## src/rtl/gf_pkg.sv

```systemverilog
package gf_pkg;

  // Two-state output register encoding
  typedef enum logic {
    LVL_LOW  = 1'b0,
    LVL_HIGH = 1'b1
  } lvl_state_e;

endpackage

```

## src/rtl/gf_sync.sv

```systemverilog
// Multi-stage synchronizer: the asynchronous input lands on one flop only.
module gf_sync #(
  parameter int STAGES = 2
) (
  input  logic clk,
  input  logic rst_n,
  input  logic async_i,
  output logic sync_o
);

  localparam int LAST = STAGES - 1;

  logic [LAST:0] stage_q;

  generate
    if (STAGES < 2) begin : g_bad_depth
      initial $error("gf_sync needs at least two stages");
    end
  endgenerate

  always_ff @(posedge clk or negedge rst_n) begin
    if (!rst_n) begin
      stage_q <= '0;
    end else begin
      stage_q <= {stage_q[LAST-1:0], async_i};
    end
  end

  assign sync_o = stage_q[LAST];

endmodule

```

## src/rtl/gf_integrator.sv

```systemverilog
// Saturating up/down counter with ceiling and floor detectors.
module gf_integrator #(
  parameter int MAX_COUNT = 30
) (
  input  logic                               clk,
  input  logic                               rst_n,
  input  logic                               level_i,
  output logic [$clog2(MAX_COUNT+1)-1:0]     cnt_o,
  output logic                               at_top_o,
  output logic                               at_floor_o
);

  localparam int               CNT_W = $clog2(MAX_COUNT + 1);
  localparam logic [CNT_W-1:0] TOP   = CNT_W'(MAX_COUNT);
  localparam logic [CNT_W-1:0] ONE   = CNT_W'(1);

  logic [CNT_W-1:0] cnt_q;
  logic [CNT_W-1:0] cnt_d;
  logic             cnt_en;

  assign at_top_o   = (cnt_q == TOP);
  assign at_floor_o = (cnt_q == '0);

  // Enable: move only when not already pinned at the end being pushed toward
  assign cnt_en = level_i ? !at_top_o : !at_floor_o;

  always_comb begin
    if (level_i) begin
      cnt_d = cnt_q + ONE;
    end else begin
      cnt_d = cnt_q - ONE;
    end
  end

  always_ff @(posedge clk or negedge rst_n) begin
    if (!rst_n) begin
      cnt_q <= '0;
    end else if (cnt_en) begin
      cnt_q <= cnt_d;
    end
  end

  assign cnt_o = cnt_q;

  AST_CNT_BOUND: assert property (@(posedge clk) disable iff (!rst_n)
    cnt_q <= TOP);

  AST_CNT_STEP: assert property (@(posedge clk) disable iff (!rst_n)
    (cnt_q == $past(cnt_q)) || (cnt_q == $past(cnt_q) + ONE) ||
    (cnt_q + ONE == $past(cnt_q)));

  AST_HOLD_TOP: assert property (@(posedge clk) disable iff (!rst_n)
    (at_top_o && level_i) |=> (cnt_q == TOP));

  AST_HOLD_FLOOR: assert property (@(posedge clk) disable iff (!rst_n)
    (at_floor_o && !level_i) |=> (cnt_q == '0));

endmodule

```

## src/rtl/gf_hyst_latch.sv

```systemverilog
// Two-state output register set by the ceiling and cleared by the floor.
module gf_hyst_latch
  import gf_pkg::*;
(
  input  logic clk,
  input  logic rst_n,
  input  logic set_i,
  input  logic clr_i,
  output logic level_o
);

  lvl_state_e state_q;
  lvl_state_e state_d;

  always_comb begin
    state_d = state_q;
    case (state_q)
      LVL_LOW:  if (set_i) state_d = LVL_HIGH;
      LVL_HIGH: if (clr_i) state_d = LVL_LOW;
      default:  state_d = LVL_LOW;
    endcase
  end

  always_ff @(posedge clk or negedge rst_n) begin
    if (!rst_n) begin
      state_q <= LVL_LOW;
    end else begin
      state_q <= state_d;
    end
  end

  assign level_o = (state_q == LVL_HIGH);

  AST_RISE_AT_TOP: assert property (@(posedge clk) disable iff (!rst_n)
    $rose(level_o) |-> $past(set_i));

  AST_FALL_AT_FLOOR: assert property (@(posedge clk) disable iff (!rst_n)
    $fell(level_o) |-> $past(clr_i));

  AST_SET_CLR_EXCL: assert property (@(posedge clk) disable iff (!rst_n)
    !(set_i && clr_i));

endmodule

```

## src/rtl/gf_glitch_filter.sv

```systemverilog
// Top: synchronizer -> saturating integrator -> hysteresis register.
module gf_glitch_filter #(
  parameter int MAX_COUNT   = 30,
  parameter int SYNC_STAGES = 2
) (
  input  logic clk,
  input  logic rst_n,
  input  logic noisy_i,
  output logic clean_o
);

  localparam int CNT_W = $clog2(MAX_COUNT + 1);

  logic             lvl_sync;
  logic [CNT_W-1:0] cnt;
  logic             at_top;
  logic             at_floor;

  gf_sync #(
    .STAGES (SYNC_STAGES)
  ) u_sync (
    .clk     (clk),
    .rst_n   (rst_n),
    .async_i (noisy_i),
    .sync_o  (lvl_sync)
  );

  gf_integrator #(
    .MAX_COUNT (MAX_COUNT)
  ) u_integ (
    .clk        (clk),
    .rst_n      (rst_n),
    .level_i    (lvl_sync),
    .cnt_o      (cnt),
    .at_top_o   (at_top),
    .at_floor_o (at_floor)
  );

  gf_hyst_latch u_latch (
    .clk     (clk),
    .rst_n   (rst_n),
    .set_i   (at_top),
    .clr_i   (at_floor),
    .level_o (clean_o)
  );

  AST_RESET_LOW: assert property (@(posedge clk)
    !rst_n |-> !clean_o);

  AST_OUT_NEEDS_EXTREME: assert property (@(posedge clk) disable iff (!rst_n)
    (clean_o != $past(clean_o)) |-> ($past(cnt) == '0 || $past(cnt) == CNT_W'(MAX_COUNT)));

endmodule

```

## config.mk

```make
export PLATFORM = sky130hd
export DESIGN_NAME = gf_glitch_filter
export DESIGN_NICKNAME = d
export VERILOG_FILES = /design/src/rtl/gf_pkg.sv /design/src/rtl/gf_sync.sv /design/src/rtl/gf_integrator.sv /design/src/rtl/gf_hyst_latch.sv /design/src/rtl/gf_glitch_filter.sv
export SDC_FILE = /design/constraint.sdc
export NUM_CORES = 1
export LEC_CHECK = 0
export BUFFER_PORTS_ARGS = -buffer_cell sky130_fd_sc_hd__buf_2
export CAP_MARGIN = 20
export CORE_AREA = 2 2 39 41
export CTS_CLUSTER_SIZE = 14
export DETAILED_ROUTE_END_ITERATION = 8
export DIE_AREA = 0 0 41 43
export PLACE_DENSITY_LB_ADDON = 0.3
export SYNTH_ARGS = -nofsm -noshare
export SYNTH_HDL_FRONTEND = slang
export SYNTH_SLANG_ARGS = --single-unit
```

## constraint.sdc

```tcl
create_clock -name clk -period 1.9 [get_ports clk]
set_input_delay 0.57 -clock clk [delete_from_list [all_inputs] [get_ports clk]]
set_output_delay 0.57 -clock clk [all_outputs]
set_load 0.005 [all_outputs]
```

==> flow_summary.toml, run 1 <==
[power_and_ir_drop]
p_sw_w = 0.000295
p_leak_nw = 0.208
p_seq_share_pct = 42.2
p_int_w = 0.000483
swShare_pct = 38.0
clock_power_share_pct = 16.7
ir_worst_vdd_mv = 0.513
p_per_area_mw_per_mm2 = 1630
combPwrFrac_pct = 41.1

[yosys]
synth_fp_nets = 46
synth-seq-cells = 8
ys_warn_count = 0
syn_inst = 39
synth_edf_count = 0
synth_common_cells = "dfrtp_1 (8), o21ai_0 (5), a21oi_1 (3), ha_1 (3), nand3_1 (3)"
synth_area_per_cell_sq_um = 10.8
synth_top_cell_by_area = "dfrtp_1"
syn_area_sq_um = 420
synth-main-ff-cell = "dfrtp_1"
yosys.area.top_type_share_pct = 47.6
synth_top_cells_by_area = "dfrtp_1 (48%), ha_1 (8.9%), o21ai_0 (6.0%)"
synth.most_common_cell = "dfrtp_1"
seq_area_frac_synth_pct = 47.6
postSynth.asyncResetShare_pct = 100
yosysUniqueCellTypes = 17

[die]
start_util_pct = 30.4
coreArea_sq_mm = 0.00138
die_h_um = 43
fp.dieW_um = 41
io_pins = 4
fp.dieArea_sq_mm = 0.00176
rows = 14

[route]
drt_iter0_drc = 4
wl_um = 700
vias_per_cell = 4.98
ant_nets = 0
vias = 304
first_pass_iters = 3
wl_per_cell_um = 11.5
drt_drc_violations_left = 0

[status]
status = "completed"

[cells_and_area]
drive_gt1_share_pct = 17.8
fin_cells = 61
nets = 54
area_growth_pct = 13.7
fillers = 136
multiInputGateArea_sq_um = 213
antennaDiodeCount = 0
seqCellArea_sq_um = 200

[global_route]
grtUsageTotal_pct = 10.6
first_global_vias = 269
grt_pass1_wl_um = 1170
grt_overflow_total = 0
grt_max_degree = 9
antenna_found_initial = 0

[cts]
clkTransAtPathRegs_ns = 0.06
cts_tree = "done"
cts_made_buffers = 3
clockBufferDepth = 2
clockRootBuffer = "clkbuf_4"
cts_sinks = 8
postCtsSetupBuffers = 0
ctsHoldBuffers = 0
cts-htree-levels = 1
insertion_delay_ns = 0.25
cts_resized = 0

[placement]
portBuffers = 3
post-dp-hpwl_um = 538
gp_congestion = 0.716
dp.cells = 58

[timing]
slew_headroom_pct = 83.5
final_hold_viol_count = 0
finalSetupViolCount = 0
tightest_slew_ns = 0.248
clock.fmax_mhz = 628
whs_ns = 0.143
post-route-min-period_ns = 1.59
fin_skew_ns = 0.00666
min_period_over_period_pct = 83.8
fin_setup_tns_ns = 0
maxSlewViolCount = 0
rsz0062_at_grt = "no"

[critical_path]
startpoint = "u_sync.stage_q[1]$_DFF_PN0_"
path_cells = "inv_1 > fa_1 > nand3_1 > and3_1 > o21bai_2 > xnor2_1"
cpMaxStageDelayCell = "fa_1"
crit_arrival_ns = 1.72
worstSetupEndpointType = "flip-flop"
critPathMaxStageDelay_ns = 0.48
worstPathRequired_ns = 2.03
r2r_start = "u_sync.stage_q[1]$_DFF_PN0_"
critPathLaunchType = "flip-flop"
path_max_fanout = 6
critPathKind = "reg -> reg"

[hold_path]
min_path_type = "in -> async"

[run]
max-cap-violations = 0
## cell families after synthesis
kind of cell	Yosys count	share of synthesized area (%)
flip-flops	8	47.6
buffers and inverters	2	1.79
AO/OA/AOI/OAI	11	17.0
adder cells (fa/ha/maj)	4	13.7
XOR/XNOR	3	6.25
AND/OR/NAND/NOR	11	13.7
## final cells by class
cell class / instances / area share, %
multi-input cells: 29 / 44.5
flip-flops and latches: 8 / 41.9
clock buffers: 3 / 4.71
inverters: 2 / 1.57
well taps: 16 / 4.19
repair buffers: 3 / 3.14
## routing by layer
| metal | vias up | wire length [um] | GRT usage, % |
|---|---|---|---|
| met5 | - | 0 | 0 |
| met4 | 0 | 0 | 2.00 |
| met3 | 0 | 40 | 9.42 |
| met2 | 4 | 309 | 12.8 |
| met1 | 145 | 350 | 14.0 |
| li1 | 155 | - | - |
## sequential cells by signal, summed over array words and instances, names as in the netlist
signal           count
u_sync.stage_q       2
u_latch.level_o      1
u_integ.cnt_o        5
## final timing paths
kind | to | slack [ns] | depth (start not counted)
min | u_latch.level_o$_DFF_PN0_ | 0.14 | 1
max reg2reg | u_integ.cnt_o[4]$_DFFE_PN0P_ | 0.31 | 6
min in group clk | u_sync.stage_q[1]$_DFF_PN0_ | 0.35 | 0
max | u_integ.cnt_o[4]$_DFFE_PN0P_ | 0.31 | 6
min reg2reg | u_sync.stage_q[1]$_DFF_PN0_ | 0.35 | 0
max in group asynchronous | u_integ.cnt_o[2]$_DFFE_PN0P_ | 1.59 | 1
## per-stage QoR
stage               utilization, %  cell area, sq um  total power [W]  setup WS (ns)
global route                  34.5               478         0.000859          0.213
detailed placement            32.9               455         0.000654          0.309
finish                        34.5               478         0.000778          0.309
CTS                           34.5               478         0.000791          0.291
global placement              32.9               455         0.000650          0.328
floorplan                        -               420         0.000577          0.429
## placed cells by master (no fill, tap or decap), types with 3 or more instances in the layout
master	n
dfrtp_1	8
o21ai_0	5
nand3_1	3
a21oi_1	3
ha_1	3
clkbuf_4	3
buf_2	3
## power by group through the flow
stage	Clock (W)	Combinational [W]	Sequential [W]
after global placement	0	0.000321	0.000329
after global routing	0.000148	0.000372	0.000340
after detailed placement	0	0.000322	0.000332
after floorplan	0	0.000266	0.000311
final	0.000130	0.000319	0.000328
after CTS	0.000138	0.000324	0.000329
## critical path: cells and delay by family (launching register included)
family | cells | cell delay (ns)
XOR/XNOR | 1 | 0.12
buffers and inverters | 1 | 0.14
flip-flops | 1 | 0.38
AO/OA/AOI/OAI | 1 | 0.06
AND/OR/NAND/NOR | 2 | 0.28
adder cells (fa/ha/maj) | 1 | 0.48
(Power assumes the default switching activity.)
==> run 2, diff against run 1 <==
Settings changed: ABC_AREA set to 1.
Clock period 1.9 ns to 1.4 ns, I/O delays scaled along.
==> run 2 against run 1 <==
Net effect:
- worst setup slack got worse by 0.24 ns
- critical path depth increased by 1
- flip-flop and latch count unchanged
- cell count increased by 41%
- non-clock buffer count increased by 8
- clock skew decreased by 0.00081 ns
- sequential power increased by 19%
- synthesized area increased by 11%
- global-route usage increased by 2.4 points
- fmax increased by 19%
- power increased by 60%
- synthesized cell count increased by 44%
- critical path type unchanged
- largest cell class unchanged
==> flow_summary.toml, run 2 <==
[yosys]
postSynth.asyncResetShare_pct = 100
synth-main-ff-cell = "dfrtp_1"
synth_fp_nets = 63
synth-seq-cells = 8
seq_area_frac_synth_pct = 42.9
ys_warn_count = 0
synth_area_per_cell_sq_um = 8.33
synth_top_cell_by_area = "dfrtp_1"
syn_area_sq_um = 467
synth_common_cells = "nand2_1 (20), dfrtp_1 (8), inv_1 (4), nand3_1 (4)"
synth_edf_count = 0
syn_inst = 56
yosys.area.top_type_share_pct = 42.9
yosysUniqueCellTypes = 17
synth.most_common_cell = "nand2_1"
synth_top_cells_by_area = "dfrtp_1 (43%), nand2_1 (16%), ha_1 (8.0%)"

[global_route]
antenna_found_initial = 0
grt_max_degree = 9
grt_pass1_wl_um = 1520
first_global_vias = 393
grtUsageTotal_pct = 13.0
grt_overflow_total = 0

[timing]
tightest_slew_ns = 0.180
clock.fmax_mhz = 750
whs_ns = 0.273
slew_headroom_pct = 88.0
maxSlewViolCount = 0
fin_skew_ns = 0.00585
fin_setup_tns_ns = 0
rsz0062_at_grt = "no"
min_period_over_period_pct = 95.2
finalSetupViolCount = 0
post-route-min-period_ns = 1.33
final_hold_viol_count = 0

[critical_path]
worst_path_dominant_cell_family = "simple AND/OR/NAND/NOR gates"
r2r_slack_ns = 0.07
critPathMaxStageDelay_ns = 0.41
r2r_start = "u_sync.stage_q[1]$_DFF_PN0_"
crit_arrival_ns = 1.46
crit_buf_inv = 1
critPathLaunchType = "flip-flop"
path_cells = "inv_4 > ha_4 > or2_4 > nand3_2 > nand2_1 > nand2_1 > nand2_1"
worstSetupEndpointType = "flip-flop"
path_common_cell = "nand2_1"
path_max_fanout = 5
cpMaxStageDelayCell = "dfrtp_1"
r2r-end = "u_integ.cnt_o[4]$_DFFE_PN0P_"
worstPathRequired_ns = 1.53
reg2reg_depth = 7
critPathKind = "reg -> reg"

[cells_and_area]
fin_util_pct = 46.6
drive_gt1_share_pct = 42.9
fin_cells = 86
antennaDiodeCount = 0
nets = 79
area_growth_pct = 38.1
mostFrequentLayoutCell = "nand2_1"
largest_reg_flops = 5
mostFrequentLayoutCells = "nand2_1 (18), dfrtp_1 (8), buf_4 (7)"
fin_area_sq_um = 644

[power_and_ir_drop]
ir_worst_vdd_mv = 0.864
p_per_area_mw_per_mm2 = 1930
p_leak_nw = 0.326

[cts]
cts_made_buffers = 3
clockBufferDepth = 2
cts-htree-levels = 1
insertion_delay_ns = 0.25
clkTransAtPathRegs_ns = 0.05
cts_tree = "done"
clockRootBuffer = "clkbuf_4"
cts_sinks = 8

[route]
vias_per_cell = 4.59
wl_um = 912
wl_per_cell_um = 10.6
drt_iter0_drc = 5
first_pass_iters = 2
ant_nets = 0
vias = 395
drt_drc_violations_left = 0

[run]
max-cap-violations = 0

[die]
fp.dieW_um = 41
rows = 14
die_h_um = 43
fp.dieArea_sq_mm = 0.00176
io_pins = 4
coreArea_sq_mm = 0.00138
start_util_pct = 33.7

[hold_path]
hp-start = "noisy_i"
min_path_type = "in -> reg"
holdPathEnd = "u_sync.stage_q[0]$_DFF_PN0_"
hold-path-cell-count = 1

[placement]
gp_congestion = 0.824
dp.cells = 80
portBuffers = 3
post_dp_cell_area_sq_um = 539
post-dp-hpwl_um = 680

[status]
status = "completed"
## run 2: cell count changes after synthesis, moves of 2 or more
cell / delta
inv_2: +2
o21ai_0: -5
inv_1: +2
xnor2_1: -2
or3_1: -2
a21oi_1: -2
nand2_1: +18
nand2_2: +3
## run 2: where the power goes
| part | leakage (nW) | switching [W] | internal [W] |
|---|---|---|---|
| clock | 0.0138 | 0.0000728 | 0.0000977 |
| combinational | 0.214 | 0.000342 | 0.000337 |
| sequential | 0.0987 | 0.0000763 | 0.000315 |
## run 2: how the worst max path moves through the flow
stage                                   end  depth (start not counted)  slack, ns                         from
3_5_place_dp   u_integ.cnt_o[4]$_DFFE_PN0P_                          8      -0.02  u_sync.stage_q[1]$_DFF_PN0_
5_1_grt        u_integ.cnt_o[4]$_DFFE_PN0P_                          7      0.004  u_sync.stage_q[1]$_DFF_PN0_
3_3_place_gp   u_integ.cnt_o[4]$_DFFE_PN0P_                          8       0.02  u_sync.stage_q[1]$_DFF_PN0_
2_1_floorplan  u_integ.cnt_o[4]$_DFFE_PN0P_                          8       0.03  u_sync.stage_q[1]$_DFF_PN0_
6_report       u_integ.cnt_o[4]$_DFFE_PN0P_                          7       0.07  u_sync.stage_q[1]$_DFF_PN0_
4_1_cts        u_integ.cnt_o[4]$_DFFE_PN0P_                          7       0.02  u_sync.stage_q[1]$_DFF_PN0_
## run 2: kinds of logic (layout without fill, tap and decap cells)
kind of cell / after synthesis / in the layout / synth area share, %
simple gates: 34 / 34 / 33.5
flops: 8 / 8 / 42.9
buf+inv: 6 / 20 / 4.83
fa+ha+maj: 4 / 4 / 12.3
compound gates: 3 / 3 / 4.56
xor+xnor: 1 / 1 / 1.88
## run 2: cell type report
class                           count  area, sq um
Fill cell                         142          739
Multi-Input combinational cell     42          299
Sequential cell                     8          200
Inverter                            6         25.0
Tap cell                           16         20.0
Timing Repair Buffer               11         77.6
Clock buffer                        3         22.5
## run 2: worst register-to-register path, stage by stage, from the launching register on
cell and delay (ns):
dfrtp_1 0.41, inv_4 0.11, ha_4 0.21, or2_4 0.25
nand3_2 0.07, nand2_1 0.06, nand2_1 0.06, nand2_1 0.05
## run 2: routing by layer
metal	vias to the layer above	global-route usage (%)	routed length (um)
li1	205	-	-
met1	185	17.0	413
met2	3	18.4	468
met3	2	3.14	19
met4	0	8.00	10
met5	-	0	0
## run 2: through the flow
stage	worst slack, ns	total power (W)
global placement	0.0214	0.000945
detailed placement	-0.0168	0.000946
floorplan	0.0253	0.000770
CTS	0.0178	0.00114
global route	0.00415	0.00136
finish	0.0672	0.00124
## run 2: what timing repair did
item	in CTS	in global routing
endpoints found under the setup margin	1	2
hold endpoints to repair	8	0
gates cloned	0	0
resized for setup	1	8
setup buffers	1	1
hold buffers	1	0
pin swaps	0	3
==> run 3, diff against run 2 <==
Settings changed: ABC_AREA 1 to unset.
==> run 3 against run 2 <==
Net effect:
- count of clock-buffer cells in the layout is the same
- fmax decreased by 8.7%
- the flow now finishes with violations (setup timing)
- clock skew is 0.0060 ns higher
- highest routed layer is now met3
- largest cell class unchanged
- critical endpoint unchanged
==> flow_summary.toml, run 3 (synthesized netlist as in run 1, its figures left out) <==
[status]
violations = "setup timing"
status = "finished with violations"

[route]
drt_drc_violations_left = 0
first_pass_iters = 4
wl_um = 952
drt_iter0_drc = 3
wl_per_cell_um = 12.9
vias_per_cell = 4.84
ant_nets = 0
vias = 358

[timing]
rsz0062_at_grt = "yes"
whs_ns = 0.278
final_hold_viol_count = 0
setup_ws_ns = -0.0603
post-route-min-period_ns = 1.46
slew_headroom_pct = 86.5
fin_setup_tns_ns = -0.0703
clock.fmax_mhz = 685
min_period_over_period_pct = 104
tightest_slew_ns = 0.203
finalSetupViolCount = 2
maxSlewViolCount = 0
fin_skew_ns = 0.0118

[placement]
dp.cells = 65
gp_congestion = 0.701
portBuffers = 3
post-dp-hpwl_um = 613
post_dp_cell_area_sq_um = 510

[cells_and_area]
antennaDiodeCount = 0
nets = 67
largest_reg_flops = 5
mostFrequentLayoutCell = "buf_4"
area_growth_pct = 58.3
mostFrequentLayoutCells = "buf_4 (11), dfrtp_1 (5)"
fin_cells = 74
fin_area_sq_um = 666
drive_gt1_share_pct = 58.6

[cts]
cts_made_buffers = 3
clockRootBuffer = "clkbuf_4"
insertion_delay_ns = 0.26
cts_tree = "done"
clkTransAtPathRegs_ns = 0.06
cts-htree-levels = 1
clockBufferDepth = 2
cts_sinks = 8

[critical_path]
worstPathRequired_ns = 1.53
worstSetupEndpointType = "flip-flop"
r2r_start = "u_sync.stage_q[1]$_DFF_PN0_"
path_max_fanout = 5
path_cells = "inv_4 > fa_2 > nand3_2 > and3_4 > o21bai_2 > xnor2_1"
r2r_slack_ns = -0.06
r2r-end = "u_integ.cnt_o[4]$_DFFE_PN0P_"
critPathKind = "reg -> reg"
crit_end = "u_integ.cnt_o[4]$_DFFE_PN0P_"
startpoint = "u_sync.stage_q[1]$_DFF_PN0_"
critPathLaunchType = "flip-flop"
crit_arrival_ns = 1.59
critPathMaxStageDelay_ns = 0.42
reg2reg_depth = 6
cpMaxStageDelayCell = "dfrtp_1"

[die]
start_util_pct = 30.4
io_pins = 4
fp.dieArea_sq_mm = 0.00176
die_h_um = 43
coreArea_sq_mm = 0.00138
fp.dieW_um = 41
rows = 14

[global_route]
grt_overflow_total = 0
grtUsageTotal_pct = 13.7
grt_max_degree = 9
grt_pass1_wl_um = 1610
first_global_vias = 384
antenna_found_initial = 0

[hold_path]
min_path_type = "in -> reg"

[power_and_ir_drop]
p_leak_nw = 0.276
ir_worst_vdd_mv = 1.01
p_per_area_mw_per_mm2 = 2210

[run]
max-cap-violations = 0
run 3: worst min path at each step:
stage / startpoint / to / slack, ns / depth (start not counted)
2_1_floorplan: rst_n / u_integ.cnt_o[0]$_DFFE_PN0P_ / 0.12 / 0
3_3_place_gp: rst_n / u_latch.level_o$_DFF_PN0_ / 0.27 / 1
3_5_place_dp: rst_n / u_latch.level_o$_DFF_PN0_ / 0.27 / 1
4_1_cts: noisy_i / u_sync.stage_q[0]$_DFF_PN0_ / 0.27 / 1
5_1_grt: noisy_i / u_sync.stage_q[0]$_DFF_PN0_ / 0.26 / 1
6_report: noisy_i / u_sync.stage_q[0]$_DFF_PN0_ / 0.28 / 1
run 3: layout make-up:
type / count / area, sq um
clock buffer: 3 / 22.5
fill: 128 / 718
inverter: 2 / 10.0
multi-input combinational: 29 / 290
sequential: 8 / 204
tap: 16 / 20.0
timing repair buffer: 16 / 119
run 3: per-stage QoR:
stage | setup slack [ns] | utilization (%) | total power [W]
floorplan | 0.0106 | - | 0.000788
global placement | -0.0713 | 36.9 | 0.00100
detailed placement | -0.0834 | 36.9 | 0.00101
CTS | -0.0534 | 44.5 | 0.00132
global route | -0.125 | 48.1 | 0.00161
finish | -0.0603 | 48.1 | 0.00147
run 3: metal layers:
layer	routed length, um	vias up	GRT usage, %
li1	-	178	-
met4	0	0	2.00
met5	0	-	0
met3	40	0	7.85
met2	533	9	21.3
met1	378	171	16.4
run 3: critical path, delay by kind of cell, from the launching register on:
kind | cells | cell delay [ns]
fa+ha+maj | 1 | 0.38
buf+inv | 1 | 0.10
simple gates | 2 | 0.25
xor+xnor | 1 | 0.12
flops | 1 | 0.42
compound gates | 1 | 0.06
run 3: what timing repair did:
item	in CTS	in global routing
hold buffers	1	0
resized for setup	9	8
pin swaps	8	4
buffers inserted	2	3
setup endpoints to repair	2	5
gates cloned	0	0
endpoints found under the hold margin	4	0
run 3: report_power, final:
part | total, W | switching [W] | internal (W)
clock | 0.000174 | 0.0000762 | 0.0000979
combinational | 0.000815 | 0.000324 | 0.000491
sequential | 0.000479 | 0.000137 | 0.000341
